<file path="src/rtl/spi1_pkg.sv">
package spi1_pkg;
    localparam int DATA_W      = 8;
    localparam int SYNC_STAGES = 2;

    typedef enum logic {
        REG_DATA   = 1'b0,
        REG_STATUS = 1'b1
    } reg_sel_e;

    typedef struct packed {
        logic overrun;
        logic tx_ready;
        logic rx_ready;
    } status_t;

    localparam int OVR_CLR_BIT = 2;

    function automatic logic [DATA_W-1:0] pack_status(status_t s);
        logic [DATA_W-1:0] v;
        v = '0;
        v[2:0] = s;
        return v;
    endfunction
endpackage

</file>
<file path="src/rtl/spi1_sync.sv">
module spi1_sync #(
    parameter int WIDTH  = 3,
    parameter int STAGES = 2,
    parameter logic [WIDTH-1:0] RST_VAL = '0
) (
    input  logic             clk,
    input  logic             rst,
    input  logic [WIDTH-1:0] d_i,
    output logic [WIDTH-1:0] q_o
);
    logic [WIDTH-1:0] chain [STAGES];

    genvar g;
    generate
        for (g = 0; g < STAGES; g++) begin : g_stage
            always_ff @(posedge clk) begin
                if (rst) chain[g] <= RST_VAL;
                else if (g == 0) chain[g] <= d_i;
                else chain[g] <= chain[(g == 0) ? 0 : g-1];
            end
        end
    endgenerate

    assign q_o = chain[STAGES-1];
endmodule

</file>
<file path="src/rtl/spi1_shifter.sv">
module spi1_shifter
    import spi1_pkg::*;
#(
    parameter int W = DATA_W
) (
    input  logic                 clk,
    input  logic                 rst,
    input  logic                 sck_s,
    input  logic                 ss_s,
    input  logic                 mosi_s,
    input  logic [W-1:0]         tx_byte,
    input  logic                 tx_full,
    output logic                 start_o,
    output logic                 done_o,
    output logic [W-1:0]         rx_byte_o,
    output logic                 miso_o,
    output logic                 oe_o,
    output logic [$clog2(W)-1:0] cnt_o
);
    localparam int CW = $clog2(W);
    localparam logic [CW-1:0] LAST = CW'(W-1);

    logic          sck_d, ss_d, rise, fall, active;
    logic [W-1:0]  tx_sh, rx_sh;
    logic [CW-1:0] cnt;
    logic          miso_q;

    assign active  = ~ss_s;
    assign rise    = sck_s & ~sck_d;
    assign fall    = ~sck_s & sck_d;
    assign start_o = ss_d & ~ss_s;
    assign done_o  = active & fall & (cnt == LAST);

    always_ff @(posedge clk) begin
        if (rst) begin
            sck_d     <= 1'b0;
            ss_d      <= 1'b1;
            tx_sh     <= '0;
            rx_sh     <= '0;
            cnt       <= '0;
            miso_q    <= 1'b0;
            rx_byte_o <= '0;
        end else begin
            sck_d <= sck_s;
            ss_d  <= ss_s;
            if (!active) begin
                cnt    <= '0;
                miso_q <= 1'b0;
            end else if (start_o) begin
                tx_sh  <= tx_full ? tx_byte : '0;
                cnt    <= '0;
                miso_q <= 1'b0;
            end else begin
                if (rise) begin
                    miso_q <= tx_sh[W-1];
                    tx_sh  <= {tx_sh[W-2:0], 1'b0};
                end
                if (fall) begin
                    rx_sh <= {rx_sh[W-2:0], mosi_s};
                    cnt   <= (cnt == LAST) ? '0 : cnt + 1'b1;
                    if (cnt == LAST) rx_byte_o <= {rx_sh[W-2:0], mosi_s};
                end
            end
        end
    end

    assign miso_o = active & miso_q;
    assign oe_o   = active;
    assign cnt_o  = cnt;
endmodule

</file>
<file path="src/rtl/spi1_regs.sv">
module spi1_regs
    import spi1_pkg::*;
#(
    parameter int W = DATA_W
) (
    input  logic         clk,
    input  logic         rst,
    input  logic         start_i,
    input  logic         done_i,
    input  logic [W-1:0] rx_byte_i,
    input  logic         addr_i,
    input  logic         rd_i,
    input  logic         wr_i,
    input  logic [W-1:0] wdata_i,
    output logic [W-1:0] tx_byte_o,
    output logic         tx_full_o,
    output status_t      status_o,
    output logic [W-1:0] rdata_o
);
    logic rd_data, wr_data, wr_stat;
    logic rx_ready, overrun, tx_full;
    logic [W-1:0] tx_buf;

    assign rd_data = rd_i & (addr_i == REG_DATA);
    assign wr_data = wr_i & (addr_i == REG_DATA);
    assign wr_stat = wr_i & (addr_i == REG_STATUS);

    always_ff @(posedge clk) begin
        if (rst) begin
            rx_ready <= 1'b0;
            overrun  <= 1'b0;
            tx_full  <= 1'b0;
            tx_buf   <= '0;
        end else begin
            if (done_i) rx_ready <= 1'b1;
            else if (rd_data) rx_ready <= 1'b0;

            if (done_i && rx_ready && !rd_data) overrun <= 1'b1;
            else if (wr_stat && wdata_i[OVR_CLR_BIT]) overrun <= 1'b0;

            if (wr_data) begin
                tx_buf  <= wdata_i;
                tx_full <= 1'b1;
            end else if (start_i) begin
                tx_full <= 1'b0;
            end
        end
    end

    assign status_o  = '{overrun: overrun, tx_ready: ~tx_full, rx_ready: rx_ready};
    assign tx_byte_o = tx_buf;
    assign tx_full_o = tx_full;
    assign rdata_o   = (addr_i == REG_STATUS) ? pack_status(status_o) : rx_byte_i;
endmodule

</file>
<file path="src/rtl/spi1_slave.sv">
module spi1_slave
    import spi1_pkg::*;
(
    input  logic              clk,
    input  logic              rst,
    input  logic              sck_i,
    input  logic              ss_n_i,
    input  logic              mosi_i,
    output logic              miso_o,
    output logic              miso_oe_o,
    input  logic              cpu_addr_i,
    input  logic              cpu_rd_i,
    input  logic              cpu_wr_i,
    input  logic [DATA_W-1:0] cpu_wdata_i,
    output logic [DATA_W-1:0] cpu_rdata_o
);
    logic sck_s, ss_s, mosi_s;
    logic start, done, tx_full;
    logic [DATA_W-1:0] rx_byte, tx_byte;
    logic [$clog2(DATA_W)-1:0] bit_cnt;
    status_t status;

    spi1_sync #(.WIDTH(3), .STAGES(SYNC_STAGES), .RST_VAL(3'b010)) u_sync (
        .clk(clk), .rst(rst),
        .d_i({sck_i, ss_n_i, mosi_i}),
        .q_o({sck_s, ss_s, mosi_s})
    );

    spi1_shifter #(.W(DATA_W)) u_shift (
        .clk(clk), .rst(rst), .sck_s(sck_s), .ss_s(ss_s), .mosi_s(mosi_s),
        .tx_byte(tx_byte), .tx_full(tx_full), .start_o(start), .done_o(done),
        .rx_byte_o(rx_byte), .miso_o(miso_o), .oe_o(miso_oe_o), .cnt_o(bit_cnt)
    );

    spi1_regs #(.W(DATA_W)) u_regs (
        .clk(clk), .rst(rst), .start_i(start), .done_i(done), .rx_byte_i(rx_byte),
        .addr_i(cpu_addr_i), .rd_i(cpu_rd_i), .wr_i(cpu_wr_i), .wdata_i(cpu_wdata_i),
        .tx_byte_o(tx_byte), .tx_full_o(tx_full), .status_o(status), .rdata_o(cpu_rdata_o)
    );
endmodule

</file>
<file path="config.mk">
export PLATFORM = sky130hd
export DESIGN_NAME = spi1_slave
export DESIGN_NICKNAME = d
export VERILOG_FILES = /design/src/rtl/spi1_pkg.sv /design/src/rtl/spi1_sync.sv /design/src/rtl/spi1_shifter.sv /design/src/rtl/spi1_regs.sv /design/src/rtl/spi1_slave.sv
export SDC_FILE = /design/constraint.sdc
export NUM_CORES = 1
export LEC_CHECK = 0
export BUFFER_PORTS_ARGS = -buffer_cell sky130_fd_sc_hd__buf_2
export CAP_MARGIN = 25
export CORE_UTILIZATION = 55
export DETAILED_ROUTE_END_ITERATION = 8
export PLACE_DENSITY = 0.88
export SLEW_MARGIN = 20
export SYNTH_ARGS = -nofsm -noshare
export SYNTH_HDL_FRONTEND = slang
export SYNTH_SLANG_ARGS = --single-unit
</file>
<file path="constraint.sdc">
create_clock -name clk -period 1.7 [get_ports clk]
set_input_delay 0 -clock clk [delete_from_list [all_inputs] [get_ports clk]]
set_output_delay 0 -clock clk [all_outputs]
set_load 0.02 [all_outputs]
</file>
## After elaboration in Yosys (flattened, before gate mapping)

Memory sizes are Yosys's and may differ from the RTL's.
Index checks and enable logic that the tools add are counted.

| word-level totals | value |
|---|---|
| register bits after elaboration | 40 |
| RAM bits | 6 |
| output and inout bits | 10 |
| word-level logic and storage cells | 59 |
| memories kept | 1 |

| operators by class | value |
|---|---|
| add/sub/neg operators | 1 |
| equality and inequality tests | 1 |
| mux-type cells | 16 |
| bitwise gates (word level) | 17 |
| reductions and logical operators | 12 |

Memories:

| name | depth | bits a word | rd ports | clocked after memory_dff | wr ports | line | source |
|---|---|---|---|---|---|---|---|
| u_sync.chain | 2 | 3 | 2 | 0 | 2 | spi1_sync.sv:11 | `logic [WIDTH-1:0] chain [STAGES];` |

Operators with widths:

| cell | count |
|---|---|
| 8-bit two-way mux | 4 |
| 1-bit bitwise AND | 9 |
| 1-bit two-way mux | 9 |
| 3-bit two-way mux | 3 |
| 2-bit nonzero test | 4 |
| 1-bit NOT | 6 |
| 4-bit AND reduction | 1 |
| 3-bit by 1-bit adder with 3-bit output (second input constant) | 1 |
| 3-bit == test (second input constant) | 1 |
| 1-bit logical AND | 3 |
| 3-bit AND reduction | 1 |
| 3-bit OR reduction | 1 |
| 1-bit OR | 2 |
| 2-bit AND reduction | 1 |
| 1-bit zero test | 1 |

## Depth between registers and ports, before layout

| logic depth | value |
|---|---|
| depth in word-level cells | 7 |
| mapped depth | 6 |

## By module

A second synthesis with hierarchy kept.

| unflattened totals | value |
|---|---|
| cells, all modules | 221 |
| area total of the unflattened synthesis | 2048.2 um^2 |

By module, submodules not included:

| module | instances | cells an instance | area an instance (um^2) | sequential area each (um^2) |
|---|---|---|---|---|
| spi1_shifter | 1 | 148 | 1351.3 | 580.6 |
| spi1_regs | 1 | 61 | 539.3 | 220.2 |
| spi1_sync | 1 | 12 | 157.7 | 120.1 |

## Least setup slack after synthesis

OpenSTA, ideal clock, no wires.

| timing | value |
|---|---|
| path kind | register -> register |
| start point | register u_shift.ss_d |
| end point | register u_shift.rx_byte_o[5] |
| setup time | 0.116 ns |
| data arrival time | 1.235 ns |
| data required time | 1.584 ns |
| setup slack | 0.349 ns |
| cell stages (with the launch flop) | 6 |
| path buffers | 2 |
| cell sequence | dfxtp_1 > buf_6 > nor4b_4 > buf_6 > a21oi_1 > a31o_1 |

| between the ends | value |
|---|---|
| cells in the longest elaborated chain, start to end | 3 |

RTL lines:

| element | line | source |
|---|---|---|
| from (decl) | spi1_shifter.sv:23 | `logic sck_d, ss_d, rise, fall, active;` |
| from (signal assigned) | spi1_shifter.sv:45 | `ss_d <= ss_s;` |
| 1-bit bitwise AND | spi1_shifter.sv:31 | `assign start_o = ss_d & ~ss_s;` |
| 1-bit NOT (no line) | - |  |
| 4-bit AND reduction (no line) | - |  |
| to (signal assigned) | spi1_shifter.sv:61 | `if (cnt == LAST) rx_byte_o <= {rx_sh[W-2:0], mosi_s};` |
| to (decl) | spi1_shifter.sv:15 | `output logic [W-1:0] rx_byte_o,` |

No other way between the ends.
A chain may end at the register's enable or synchronous reset.

## Worst setup path after layout

| timing | value |
|---|---|
| start point | register u_shift.cnt[0], in the netlist u_shift.cnt_o[0] |
| end point | register u_regs.overrun |

| between the ends | value |
|---|---|
| cells in the longest elaborated chain, start to end | 5 |
| elaborated cells between the ends (all ways) | 6 |
| classes of those cells | 1 x eq/ne; 1 x mux; 1 x bitwise; 3 x reduce/logical |

RTL lines:

| element | line | source |
|---|---|---|
| from (decl) | spi1_shifter.sv:25 | `logic [CW-1:0] cnt;` |
| from (signal assigned) | spi1_shifter.sv:60 | `cnt <= (cnt == LAST) ? '0 : cnt + 1'b1;` |
| 3-bit == test * | spi1_shifter.sv:32 | `assign done_o = active & fall & (cnt == LAST);` |
| 1-bit bitwise AND * | spi1_shifter.sv:32 |  |
| 1-bit logical AND * (2 in series) | spi1_regs.sv:38 | `if (done_i && rx_ready && !rd_data) overrun <= 1'b1;` |
| 1-bit two-way mux / 2-bit nonzero test (equally long branches) | - |  |
| to (signal assigned) | spi1_regs.sv:31 | `overrun <= 1'b0;` |
| to (signal assigned) | spi1_regs.sv:38 |  |
| to (signal assigned) | spi1_regs.sv:39 | `else if (wr_stat && wdata_i[OVR_CLR_BIT]) overrun <= 1'b0;` |
| to (decl) | spi1_regs.sv:21 | `logic rx_ready, overrun, tx_full;` |

Mark *: on every way between the ends. The rest lies on a longest branch, timed or not.

==> run metrics <==
outcome=finished clean; vias=1672; RePlAce Congestion=0.843; routed wire length=4490 microns; Lkg Pwr=0.926 nW; Post-CTS Resized=0; DRT Pass-1 Iters=4; initial drt markers=120; critical path class=reg -> reg; hold_buf cts=12; Die Width=61.4 microns; worst reg2reg endpoint=u_regs.overrun; Period minus WS final=1.48 ns; Total GRT Usage=27.2%; IO Port Bufs=25; Synth Flop Type=dfxtp_1; Synth cell types=28; commonest cells in the synthesized netlist=dfxtp_1 (46), nand2_1 (25), a21oi_1 (21); CTS Buffer Depth=2; core area=3360 sq um; ANT cells=0; Post-synth EDFFs=0; total number of clock tree sinks=46; max layer used=met4; die area=3770 sq um; Period Utilization, post-route=86.9%; vias in the first global route=1511; DPL Wire Length=2810 microns; Synth Register Bits=46; syn_area_per_cell=9.15 sq um; WL per Instance=15.2 microns; syn_nets=230; Via density=5.67; Cell Area, Synth=1940 sq um; number of remaining DRC errors=0; Post-DRT Antenna Nets=0; max-slew violations=0; Met3 Wirelength=283 microns; data required time at the worst endpoint=2.01 ns; Finished Cell Area=2290 sq um; GR Overflow Total=0; Setup-failing EPs final=0; RSZ-0062 raised after global routing=no; antenna violations before repair=0; met1 WL=1920 microns; met2 WL=2170 microns; first-pass GRT wire length=7220 microns; Slew @ Worst Pin=0.668 ns; Fin. Hold Viols=0; Root Buffer=clkbuf_4; Vert. Die Dim=61.4 microns; Worst-path clk slew=0.13 ns; r2r setup slk=0.22 ns; Fmax=677 MHz; asr flop ratio synth=0%; crit path DAT=1.79 ns; Pwr Total=1.90 mW; Clock Latency Late Sink=0.37 ns; maximum vdd drop=818 uV; num rows=21; Mapped Cells=212; Worst Hold Class=in -> reg; Fin Setup TNS=0 ns; max-cap viol count=0; endpoint class of the critical path=register; Slew HR=55.4%; filler cell count=263; Post-CTS Setup Inserts=0; pin count of the biggest net entering global routing=25; Final nets=266; post-place instance area=2090 sq um; Critical Path End=u_regs.overrun; reg-to-reg critical path startpoint=u_shift.cnt_o[0]; H-tree lvl count=2; crit path from=u_shift.cnt_o[0]; Synth top area share=47.5%; CTS tree=done; top cells by area, synth=dfxtp_1 (47%), nand2b_1 (6.4%), a21oi_1 (5.4%), mux2i_1 (5.2%), nand2_1 (4.8%); Worst Skew=0.0152 ns; Worst R2R Path Depth=5; PwrDens=831 nW/um^2; dominant cell type by area after synthesis=dfxtp_1; count leader, synth=dfxtp_1; layout cells sized above 1=18.1%; I/O pin count=26; sequential area share after synthesis=47.5%; crit path launch type=register; Synthesis Warnings=0; Num CTS Buffers=5; Starting Density=57.7%; Worst Path Max Fanout=8; Synth-to-Final Area Change=17.8%
placed cells by master (no fill, tap or decap), drive strengths merged, types with 7 or more instances in the layout:
cell type	n
nand2	25
nor2	14
a31o	8
nand2b	20
o311ai	7
a31oi	7
a21oi	21
dfxtp	46
dlygate4sd3	12
nand4	7
mux2i	10
nor2b	13
clkbuf	8
buf	32
worst max-delay path: stages, from the launching register on:
cell,delay (ns)
dfxtp_1,0.38
ha_1,0.16
ha_1,0.30
nor4bb_1,0.32
a32oi_1,0.16
nor2_1,0.11
sequential cells by signal, summed over array words and instances (netlist names):
register	cells
u_shift.ss_d	1
u_shift.sck_d	1
u_shift.rx_byte_o	8
u_regs.overrun	1
u_shift.tx_sh	8
u_shift.miso_q	1
u_regs.tx_full_o	1
u_sync.chain	6
u_shift.cnt_o	3
u_regs.rx_ready	1
u_shift.rx_sh	7
u_regs.tx_byte_o	8
area by class of cell:
class / instances / area, sq um / share of cell area, %
flip-flops and latches: 46 / 921 / 40.3
multi-input cells: 147 / 916 / 40.1
repair buffers: 44 / 298 / 13.0
clock buffers: 8 / 78.8 / 3.45
well taps: 46 / 57.6 / 2.52
inverters: 4 / 15.0 / 0.657
metal layers:
| metal | GRT usage [%] | vias to the layer above |
|---|---|---|
| met3 | 7.56 | 12 |
| met5 | 0 | - |
| met1 | 35.7 | 775 |
| li1 | - | 815 |
| met4 | 10.5 | 0 |
| met2 | 42.7 | 70 |
through the flow:
step	hold slack, ns	std cells	setup WS (ns)	utilization [%]
finish	0.0120	295	0.222	68.0
global route	0.0354	295	0.0689	68.0
CTS	0.00456	295	0.253	68.0
detailed placement	0.200	275	0.270	62.1
global placement	0.184	275	0.330	62.1
floorplan	0.104	212	0.349	-
how the worst min path moves through the flow:
stage / endpoint / cells past startpoint / from
final: u_regs.rx_ready / 4 / cpu_rd_i
after global routing: u_regs.overrun / 4 / cpu_wr_i
after CTS: u_regs.rx_ready / 4 / cpu_rd_i
after detailed placement: u_sync.chain[0][1] / 2 / ss_n_i
after global placement: u_sync.chain[0][1] / 2 / ss_n_i
after floorplan: u_sync.chain[0][1] / 1 / ss_n_i
cells by family (layout without fill, tap and decap cells):
| group | count (synthesis) | in the layout | share of synthesized area (%) |
|---|---|---|---|
| mux | 12 | 12 | 6.32 |
| simple gates | 88 | 88 | 24.2 |
| compound gates | 45 | 45 | 15.3 |
| fa+ha+maj | 2 | 2 | 1.29 |
| flops | 46 | 46 | 47.5 |
| buf+inv | 19 | 56 | 5.35 |
report_power, final:
part	internal (mW)	switching [mW]
Combinational	0.0690	0.0795
Clock	0.283	0.342
Sequential	1.10	0.0220
Total	1.46	0.443
Note: power is estimated with default switching activity, not from simulation.
